--- src/rtl/cmg_pkg.sv ---
package cmg_pkg;
  typedef enum logic [2:0] {
    M_IDLE  = 3'd0,
    M_PCODE = 3'd1,
    M_PTAB  = 3'd2,
    M_PSEC  = 3'd3,
    M_VFY   = 3'd4,
    M_SIG   = 3'd5
  } op_e;

  localparam logic [7:0] BLANK    = 8'hFF;
  localparam logic [7:0] MFR_BYTE = 8'h15;
  localparam int         SIG_LOC0 = 'h30;
  localparam int         SIG_LOC1 = 'h31;
endpackage

--- src/rtl/cmg_strobe.sv ---
module cmg_strobe #(
  parameter int PULSES = 5,
  parameter int KEY_W  = 19
) (
  input  logic             clk,
  input  logic             rst_n,
  input  logic             prog_n_i,
  input  logic             arm_i,
  input  logic [KEY_W-1:0] key_i,
  output logic             commit_o
);
  localparam int CNT_W = $clog2(PULSES + 1);

  logic             prog_q;
  logic [KEY_W-1:0] key_q;
  logic [CNT_W-1:0] cnt_q, cnt_d;
  logic             fall, moved;

  assign fall  = prog_q & ~prog_n_i;
  assign moved = (key_i != key_q);

  always_comb begin
    cnt_d    = cnt_q;
    commit_o = 1'b0;
    if (!arm_i) begin
      cnt_d = '0;
    end else if (moved) begin
      cnt_d = fall ? CNT_W'(1) : '0;
    end else if (fall) begin
      if (cnt_q == CNT_W'(PULSES - 1)) begin
        cnt_d    = '0;
        commit_o = 1'b1;
      end else begin
        cnt_d = cnt_q + 1'b1;
      end
    end
  end

  always_ff @(posedge clk or negedge rst_n) begin
    if (!rst_n) begin
      prog_q <= 1'b1;
      key_q  <= '0;
      cnt_q  <= '0;
    end else begin
      prog_q <= prog_n_i;
      key_q  <= key_i;
      cnt_q  <= cnt_d;
    end
  end

  AST_CNT_RANGE: assert property (@(posedge clk) disable iff (!rst_n)
    cnt_q < CNT_W'(PULSES)) else $error("count out of range");
  AST_COMMIT_RESTART: assert property (@(posedge clk) disable iff (!rst_n)
    commit_o |=> (cnt_q == '0)) else $error("count not cleared after commit");
  AST_CHANGE_RESTART: assert property (@(posedge clk) disable iff (!rst_n)
    (arm_i && moved) |=> (cnt_q <= CNT_W'(1))) else $error("partial count survived change");
endmodule

--- src/rtl/cmg_store.sv ---
module cmg_store
  import cmg_pkg::*;
#(
  parameter int ADDR_W    = 8,
  parameter int ENC_DEPTH = 64
) (
  input  logic              clk,
  input  logic              erase_i,
  input  logic              code_we_i,
  input  logic              tab_we_i,
  input  logic [2:0]        sec_set_i,
  input  logic [ADDR_W-1:0] waddr_i,
  input  logic [7:0]        wdata_i,
  input  logic [ADDR_W-1:0] vaddr_i,
  output logic [7:0]        vcode_o,
  output logic [7:0]        vtab_o,
  input  logic [ADDR_W-1:0] laddr_i,
  output logic [7:0]        lcode_o,
  output logic [2:0]        sec_o
);
  localparam int CODE_DEPTH = 1 << ADDR_W;
  localparam int ENC_W      = $clog2(ENC_DEPTH);

  logic [7:0] code_mem [CODE_DEPTH];
  logic [7:0] tab_mem  [ENC_DEPTH];
  logic [2:0] sec_q;

  // Non-volatile cells: no reset, cleared only by erase.
  always_ff @(posedge clk) begin
    if (erase_i) begin
      for (int i = 0; i < CODE_DEPTH; i++) code_mem[i] <= BLANK;
      for (int j = 0; j < ENC_DEPTH; j++)  tab_mem[j]  <= BLANK;
      sec_q <= '0;
    end else begin
      if (code_we_i) code_mem[waddr_i] <= wdata_i;
      if (tab_we_i)  tab_mem[waddr_i[ENC_W-1:0]] <= wdata_i;
      sec_q <= sec_q | sec_set_i;
    end
  end

  assign vcode_o = code_mem[vaddr_i];
  assign vtab_o  = tab_mem[vaddr_i[ENC_W-1:0]];
  assign lcode_o = code_mem[laddr_i];
  assign sec_o   = sec_q;
endmodule

--- src/rtl/cmg_readout.sv ---
module cmg_readout
  import cmg_pkg::*;
#(
  parameter int         ADDR_W   = 8,
  parameter logic [7:0] DEV_CODE = 8'hB2
) (
  input  logic              clk,
  input  logic              rst_n,
  input  logic [2:0]        mode_i,
  input  logic [ADDR_W-1:0] addr_i,
  input  logic [7:0]        code_i,
  input  logic [7:0]        tab_i,
  input  logic              block_i,
  output logic [7:0]        vdata_o,
  output logic              vlock_o
);
  logic [7:0] vd_d;
  logic       vl_d;

  always_comb begin
    vd_d = BLANK;
    vl_d = 1'b0;
    case (op_e'(mode_i))
      M_VFY: begin
        if (block_i) vl_d = 1'b1;
        else         vd_d = ~(code_i ^ tab_i);
      end
      M_SIG: begin
        if (addr_i == ADDR_W'(SIG_LOC0))      vd_d = MFR_BYTE;
        else if (addr_i == ADDR_W'(SIG_LOC1)) vd_d = DEV_CODE;
      end
      default: ;
    endcase
  end

  always_ff @(posedge clk or negedge rst_n) begin
    if (!rst_n) begin
      vdata_o <= BLANK;
      vlock_o <= 1'b0;
    end else begin
      vdata_o <= vd_d;
      vlock_o <= vl_d;
    end
  end

  AST_LOCK_HIDES: assert property (@(posedge clk) disable iff (!rst_n)
    vlock_o |-> (vdata_o == BLANK)) else $error("locked verify leaked data");
  AST_BLOCK_FLAG: assert property (@(posedge clk) disable iff (!rst_n)
    (mode_i == M_VFY && block_i) |=> vlock_o) else $error("lock flag missing");
  AST_SIG_MFR: assert property (@(posedge clk) disable iff (!rst_n)
    (mode_i == M_SIG && addr_i == ADDR_W'(SIG_LOC0)) |=> (vdata_o == MFR_BYTE))
    else $error("signature byte wrong");
endmodule

--- src/rtl/codemem_guard.sv ---
module codemem_guard
  import cmg_pkg::*;
#(
  parameter int         ADDR_W    = 8,
  parameter int         ENC_DEPTH = 64,
  parameter int         PULSES    = 5,
  parameter logic [7:0] DEV_CODE  = 8'hB2
) (
  input  logic              clk,
  input  logic              rst_n,
  input  logic              erase_i,
  input  logic              prog_n_i,
  input  logic [2:0]        mode_i,
  input  logic [ADDR_W-1:0] addr_i,
  input  logic [7:0]        data_i,
  output logic [7:0]        vdata_o,
  output logic              vlock_o,
  input  logic              ea_pin_i,
  input  logic              run_ext_i,
  input  logic [ADDR_W-1:0] lut_addr_i,
  output logic [7:0]        lut_data_o,
  output logic              lut_ok_o,
  output logic              ea_sel_o,
  output logic              ext_fetch_ok_o
);
  localparam int ENC_W = $clog2(ENC_DEPTH);
  localparam int KEY_W = 3 + ADDR_W + 8;

  logic             arm, commit, unlocked, tab_in_range;
  logic             code_we, tab_we, vfy_block;
  logic [2:0]       sec, sec_set;
  logic [7:0]       vcode, vtab, lcode;
  logic             armed_q, armed_d, ea_lat_q, ea_lat_d;

  assign arm = (mode_i == M_PCODE) || (mode_i == M_PTAB) || (mode_i == M_PSEC);

  cmg_strobe #(.PULSES(PULSES), .KEY_W(KEY_W)) u_strobe (
    .clk      (clk),
    .rst_n    (rst_n),
    .prog_n_i (prog_n_i),
    .arm_i    (arm),
    .key_i    ({mode_i, addr_i, data_i}),
    .commit_o (commit)
  );

  // Write policy
  assign unlocked     = (sec == 3'b000);
  assign tab_in_range = ((addr_i >> ENC_W) == '0);
  assign code_we      = commit && (mode_i == M_PCODE) && unlocked;
  assign tab_we       = commit && (mode_i == M_PTAB) && unlocked && tab_in_range;

  always_comb begin
    sec_set = 3'b000;
    if (commit && (mode_i == M_PSEC)) begin
      case (addr_i[1:0])
        2'd1:    sec_set = 3'b001;
        2'd2:    sec_set = 3'b010;
        2'd3:    sec_set = 3'b100;
        default: sec_set = 3'b000;
      endcase
    end
  end

  cmg_store #(.ADDR_W(ADDR_W), .ENC_DEPTH(ENC_DEPTH)) u_store (
    .clk       (clk),
    .erase_i   (erase_i),
    .code_we_i (code_we),
    .tab_we_i  (tab_we),
    .sec_set_i (sec_set),
    .waddr_i   (addr_i),
    .wdata_i   (data_i),
    .vaddr_i   (addr_i),
    .vcode_o   (vcode),
    .vtab_o    (vtab),
    .laddr_i   (lut_addr_i),
    .lcode_o   (lcode),
    .sec_o     (sec)
  );

  assign vfy_block = sec[0] & sec[1];

  cmg_readout #(.ADDR_W(ADDR_W), .DEV_CODE(DEV_CODE)) u_readout (
    .clk     (clk),
    .rst_n   (rst_n),
    .mode_i  (mode_i),
    .addr_i  (addr_i),
    .code_i  (vcode),
    .tab_i   (vtab),
    .block_i (vfy_block),
    .vdata_o (vdata_o),
    .vlock_o (vlock_o)
  );

  // External-access capture after reset
  always_comb begin
    armed_d  = armed_q;
    ea_lat_d = ea_lat_q;
    if (!armed_q) begin
      armed_d  = 1'b1;
      ea_lat_d = ea_pin_i;
    end
  end

  always_ff @(posedge clk or negedge rst_n) begin
    if (!rst_n) begin
      armed_q  <= 1'b0;
      ea_lat_q <= 1'b0;
    end else begin
      armed_q  <= armed_d;
      ea_lat_q <= ea_lat_d;
    end
  end

  assign ea_sel_o       = (sec[0] && armed_q) ? ea_lat_q : ea_pin_i;
  assign ext_fetch_ok_o = ~(&sec);
  assign lut_ok_o       = ~(sec[0] & run_ext_i);
  assign lut_data_o     = lut_ok_o ? lcode : BLANK;

  AST_SEC_STICKY: assert property (@(posedge clk) disable iff (!rst_n)
    !erase_i |=> ((sec & $past(sec)) == $past(sec))) else $error("security bit cleared");
  AST_LOCKED_NO_WR: assert property (@(posedge clk) disable iff (!rst_n)
    (sec != 3'b000) |-> (!code_we && !tab_we)) else $error("write while locked");
  AST_EA_FROZEN: assert property (@(posedge clk) disable iff (!rst_n)
    (sec[0] && armed_q && !erase_i) |=> $stable(ea_sel_o)) else $error("ea selection moved");
  AST_LUT_HIDDEN: assert property (@(posedge clk) disable iff (!rst_n)
    !lut_ok_o |-> (lut_data_o == BLANK)) else $error("lookup leaked data");
endmodule

--- config.mk ---
export PLATFORM = sky130hd
export DESIGN_NAME = codemem_guard
export DESIGN_NICKNAME = d
export VERILOG_FILES = /design/src/rtl/cmg_pkg.sv /design/src/rtl/cmg_strobe.sv /design/src/rtl/cmg_store.sv /design/src/rtl/cmg_readout.sv /design/src/rtl/codemem_guard.sv
export SDC_FILE = /design/constraint.sdc
export NUM_CORES = 2
export LEC_CHECK = 0
export BUFFER_PORTS_ARGS = -buffer_cell sky130_fd_sc_hd__buf_2
export CORE_MARGIN = 1
export CORE_UTILIZATION = 50
export DETAILED_ROUTE_END_ITERATION = 10
export PLACE_DENSITY = 0.67
export SLEW_MARGIN = 20
export SYNTH_ARGS = -nofsm -noshare
export SYNTH_HDL_FRONTEND = slang
export SYNTH_HIERARCHICAL = 1
export SYNTH_SLANG_ARGS = --single-unit
--- constraint.sdc ---
create_clock -name clk -period 3.66 [get_ports clk]
set_input_delay 0.183 -clock clk [delete_from_list [all_inputs] [get_ports clk]]
set_output_delay 0.183 -clock clk [all_outputs]
set_load 0.005 [all_outputs]
; After elaboration in Yosys (flattened, before gate mapping)
; Memory sizes are Yosys's and may differ from the RTL's.
; Index checks and enable logic that the tools add are counted.
[word_totals]
ff_bits = 37
ram_bits = 2560
in_bits = 33
out_inout_bits = 20
memories = 2
[op_classes]
addsub = 1
n_eq_ne = 13
mux = 33
n_bitwise = 9
n_reduce_logical = 14
[mem_list]
columns = memory, words, width, rd, rd_ports_with_merged_regs, write_ports, line_no
row1 = u_store.code_mem, 256, 8, 2, 0, 256, cmg_store.sv:24  ; logic [7:0] code_mem [CODE_DEPTH];
row2 = u_store.tab_mem, 64, 8, 1, 0, 64, cmg_store.sv:25  ; logic [7:0] tab_mem [ENC_DEPTH];
[ops]
columns = cell, n
row1 = 8-bit two-way mux, 6
row2 = 19-bit inequality test, 1
row3 = 1-bit two-way mux, 18
row4 = "8-bit by 6-bit equality test with 1-bit output, second input constant", 2
row5 = 8-bit case mux with 2 select lines, 1
row6 = 8-bit OR reduction, 2
row7 = 3-bit two-way mux, 5
row8 = "3-bit equality test, second input constant", 3
row9 = 3-bit case mux with 3 select lines, 1
row10 = 8-bit zero test, 1
row11 = 8-bit NOT, 1
row12 = 8-bit XOR, 1
row13 = 1-bit logical AND, 7
row14 = 7-bit two-way mux, 1
row15 = "3-bit by 2-bit equality test with 1-bit output, second input constant", 2
row16 = 6-bit two-way mux, 1
row17 = "2-bit equality test, second input constant", 2
row18 = "3-bit by 1-bit adder with 3-bit output, second input constant", 1
row19 = 1-bit AND, 3
row20 = "3-bit by 1-bit equality test with 1-bit output, second input constant", 1
row21 = 3-bit zero test, 1
row22 = "3-bit inequality test, second input constant", 1
row23 = 1-bit NOT, 3
row24 = 3-bit bitwise OR, 1
row25 = other kinds (3), 4

; Depth between registers and ports, before layout
[logic_depth]
depth_word = 13
ltp_mapped = 15
ltp_nobuf = 12

; By module
; Netlist, hierarchy kept.
[modules_own_cells]
columns = mod, instances, cells_per_inst, area_per_inst_um2, seq_area_each_um2
row1 = cmg_store, 1, 9338, 135358.6, 76933.8
row2 = cmg_strobe, 1, 66, 910.9, 576.8
row3 = cmg_readout, 1, 35, 436.7, 235.2
row4 = codemem_guard, 1, 29, 227.7, 50.0

; Worst setup path after synthesis
; Ideal clock, no wire load.
[synth_timing]
path_kind = reg2reg
startpoint = reg u_strobe.key_q[2]
endpoint = mem u_store.tab_mem[27][0] (enable)
setup_ns = 0.375
t_arrival_ns = 3.583
required_ns = 3.285
slack_ns = -0.298
path_stages_with_launch = 13
n_path_buf = 2
synth_period_minus_slack_ns = 3.958
cell_sequence = dfrtp_1 -> xnor2_1 -> nand4_1 -> nor4_2 -> nand3_2 -> nor3_2 -> or4b_4 -> nor3_1 -> or3b_2 -> or2_2 -> clkbuf_1 -> clkbuf_1 -> o21bai_1
[synth_lines]
columns = element, line_no
row1 = start: declaration, cmg_strobe.sv:15  ; logic [KEY_W-1:0] key_q;
row2 = start signal: assignment, cmg_strobe.sv:46  ; key_q <= key_i;
row3 = end: declaration, cmg_store.sv:25

; Worst setup path after layout
[layout_timing]
startpoint = in addr_i[0]
endpoint = reg u_readout.vdata_o[2]
[layout_via]
elab_chain_cells = 5
[layout_lines]
columns = element, line_no
row1 = start: declaration, codemem_guard.sv:14  ; input logic [ADDR_W-1:0] addr_i,
row2 = memory 256 x 8 bit, n/a
row3 = named net vcode[2], codemem_guard.sv:32  ; logic [7:0] vcode, vtab, lcode;
row4 = 8-bit XOR, cmg_readout.sv:26  ; else vd_d = ~(code_i ^ tab_i);
row5 = 8-bit NOT, cmg_readout.sv:26
row6 = 8-bit two-way mux, cmg_readout.sv:25  ; if (block_i) vl_d = 1'b1;
row7 = 8-bit case mux with 2 select lines, cmg_readout.sv:23  ; case (op_e'(mode_i))
row8 = named net u_readout.vd_d[2], cmg_readout.sv:17  ; logic [7:0] vd_d;
row9 = end signal: assignment, cmg_readout.sv:41  ; vdata_o <= vd_d;
row10 = end: declaration, cmg_readout.sv:14  ; output logic [7:0] vdata_o,
; The timed path passes the listed nets, and every way through them passes these cells.
; A chain may end at the register's enable or synchronous reset.

==> flow_metrics.env <==
export IMPL_wl_per_cell_microns=35.6
export IMPL_grt_overflow_total=0
export IMPL_rows=191
export IMPL_antenna_found_initial=38
export IMPL_synthMuxAreaShare_pct=19.5
export IMPL_worst_pin_slew_ps=1260
export IMPL_critical_path_most_common_cell="buf_4"
export IMPL_fin_skew_ps=71.7
export IMPL_syn_avg_cell_area_sq_um=14.5
export IMPL_area_growth_pct=18.4
export IMPL_syn_nets=9503
export IMPL_synth_top_cell_area_share_pct=56.1
export IMPL_die_w_microns=525
export IMPL_synth_most_common_cell="edfxtp_1"
export IMPL_gr_usage_met1_pct=45.5
export IMPL_fin_util_pct=59.7
export IMPL_cts_root_buffer="clkbuf_16"
export IMPL_hold_viol=0
export IMPL_first_global_vias=94126
export IMPL_total_power_mw=72.8
export IMPL_slew_violations=0
export IMPL_grt_usage_pct=34.3
export IMPL_drive_gt1_share_pct=32.5
export IMPL_synth_compound_area_share_pct=5.76
export IMPL_crit_slowest_cell="a2111oi_0"
export IMPL_setup_violations=4887
export IMPL_dieArea_sq_mm=0.276
export IMPL_yosys_warnings=6
export IMPL_synth_simple_gate_area_share_pct=13.8
export IMPL_timing_setup_tns_ps=-1065090
export IMPL_grtUsageMet2_pct=52.3
export IMPL_synthXorXnorAreaFrac_pct=0.173
export IMPL_min_path_type="in2async"
export IMPL_fin_crit_sh_pct=116
export IMPL_synthAdderAreaFrac_pct=0.0183
export IMPL_path_clk_slew_ps=60
export IMPL_yosys_cell_types_count=74
export IMPL_status="finished, violations left"
export IMPL_vias=96119
export IMPL_crit_type="in2reg"
export IMPL_critPathCaptureType="flip-flop"
export IMPL_startpoint_type="primary input"
export IMPL_drt_iter0_drc=14422
export IMPL_synth_area_top_cells="edfxtp_1 56%, mux4_2 17%, or3_1 10%"
export IMPL_start_util_pct=50.4
export IMPL_die_y_microns=525
export IMPL_maxCapViolCount=0
export IMPL_grt_max_degree=198
export IMPL_synth_yosys_seq_area_share_pct=56.8
export IMPL_placed_cells=12919
export IMPL_cts_max_level=5
export IMPL_grt_busiest_layer="met2"
export IMPL_pre_cts_slack_ps=-923
export IMPL_met3_usage_pct=9.28
export IMPL_p_leak_nw=53.3
export IMPL_fin_area_sq_mm=0.162
export IMPL_pin_count=53
export IMPL_p_per_area_mw_per_mm2=449
export IMPL_drt_wl_total_microns=483000
export IMPL_crit_arrival_ps=5000
export IMPL_fin_cells=13564
export IMPL_fin_crit_ps=4240
export IMPL_crit_fanout=15
export IMPL_antenna_left=0
export IMPL_ys_top_cells_by_count="2560 x edfxtp_1, 2200 x or3_1, 1064 x mux4_2"
export IMPL_synth_top_cell_by_area="edfxtp_1"
export IMPL_syn_area_sq_mm=0.137
export IMPL_synth_top_family_by_area="multiplexers"
export IMPL_cts_buffer_depth=4
export IMPL_dr_pass1_iters=6
export IMPL_dp_hpwl_microns=304000
export IMPL_vdd_drop_max_uv=399
export IMPL_cp_data_required_time_ps=4420
export IMPL_coreArea_sq_mm=0.271
export IMPL_viasPerCell=7.09
export IMPL_synthArstFlopShare_pct=1.31
export IMPL_cp_slowest_stage_delay_ps=830
export IMPL_portBuffers=52
export IMPL_synthFlopType="edfxtp_1"
export IMPL_drc=0
export IMPL_synth_edf_count=2560
export IMPL_gp_congestion=0.970
export IMPL_clock_latency_ps=910
export IMPL_synth_seq_cells=2597
export IMPL_grt_setup_unrepaired="yes"
export IMPL_clock_fmax_mhz=236
export IMPL_cts_buffers=294
export IMPL_violations="setup timing"
export IMPL_syn_inst=9468
export IMPL_place_area_sq_mm=0.150
export IMPL_fin_nets=9782
export IMPL_grt_pass1_wl_microns=687000
export IMPL_fin_ws_ps=-582
export IMPL_path_cells="buf_8, buf_4, buf_4, buf_12, buf_4, buf_4, mux4_2, a2111oi_0, o21ai_1, a22oi_1, a211oi_1, buf_4, xor2_1, a32oi_1"
export IMPL_clock_sinks=2597
export IMPL_cts_tree="done"
export IMPL_slew_headroom_pct=15.8
export IMPL_holdWs_ps=32.6
[routing by layer]
metal  routed length (microns)  part of all wire (%)
met5                       203                 0.042
met4                     28800                   6.0
met3                     64700                    13
met2                    219000                    45
met1                    170000                    35
[layout by cell type, fill, tap and decap left out, drive strengths merged, types with 12 or more instances in the layout]
cell type and count:
a211oi 27, diode 23, a21o 190, nor2b 26, clkbuf 368, nand3 33, buf 1199, or3 2200
xnor2 18, a22o 32, dlygate4sd3 20, a221oi 33, a22oi 344, o221ai 60, clkinv 118, mux4 1064
edfxtp 2560, nand2b 100, nor4 29, mux2i 265, o2bb2ai 18, o21bai 85, or2 363, a2111oi 12
bufinv 20, nor2 102, dfrtp 25, nor3 66, a31oi 13, nand2 168, o21ai 74, inv 17
o22ai 32, a21oi 172
[registers in the layout, indices dropped and copies added, names as in the netlist]
name               flops
armed_q                1
u_store/sec_o          3
u_store/code_mem    2048
u_strobe/cnt_q         3
u_readout/vdata_o      8
u_readout/vlock_o      1
u_strobe/key_q        19
u_store/tab_mem      512
ea_lat_q               1
u_strobe/prog_q        1
[repair_timing]
action,4_1_cts,5_1_grt
cloned,30,11
buffers inserted,33,10
hold buffers,21,0
gates resized for setup,200,66
endpoints found under the hold margin,84,0
pin swaps,111,47
setup endpoints to repair,5129,5130
[worst paths after layout]
path	startpoint	to	slack [ps]	depth (start not counted)
min reg2reg	u_store/sec_o[1]$_SDFF_PP0_	u_store/sec_o[1]$_SDFF_PP0_	500	2
min in group clk	data_i[4]	u_strobe/key_q[4]$_DFF_PN0_	40	2
max in group asynchronous	rst_n	u_strobe/key_q[4]$_DFF_PN0_	3380	3
max reg2reg	u_strobe/key_q[10]$_DFF_PN0_	u_store/code_mem[24][5]$_SDFFCE_PN1P_	-430	17
max	addr_i[0]	u_readout/vdata_o[2]$_DFF_PN1_	-580	14
min	rst_n	u_strobe/prog_q$_DFF_PN1_	30	2
[kinds of logic after synthesis]
kind of cell | count (synthesis)
AO/OA/AOI/OAI | 1112
XOR/XNOR | 27
adder cells (fa/ha/maj) | 2
buffers and inverters | 1263
flip-flops | 2597
multiplexers | 1340
other | 1
AND/OR/NAND/NOR | 3126
[final cells by class]
cell class / count / area, sq um
inverters: 7 / 26.3
clock buffers: 362 / 7720
well taps: 3570 / 4470
diodes: 23 / 57.6
fillers: 20057 / 109000
flip-flops and latches: 2597 / 77800
clock inverters: 158 / 1440
repair buffers: 1226 / 15300
multi-input cells: 5621 / 55300
[worst max-delay path: cells and delay by family]
family | cells | cell delay [ps]
multiplexers | 1 | 560
AO/OA/AOI/OAI | 5 | 2660
XOR/XNOR | 1 | 130
buffers and inverters | 7 | 1400
[report_power, final]
| group | internal (mW) | switching, mW |
|---|---|---|
| combinational | 3.87 | 5.20 |
| clock | 16.5 | 12.5 |
| sequential | 34.1 | 0.729 |
(Power assumes the default switching activity.)
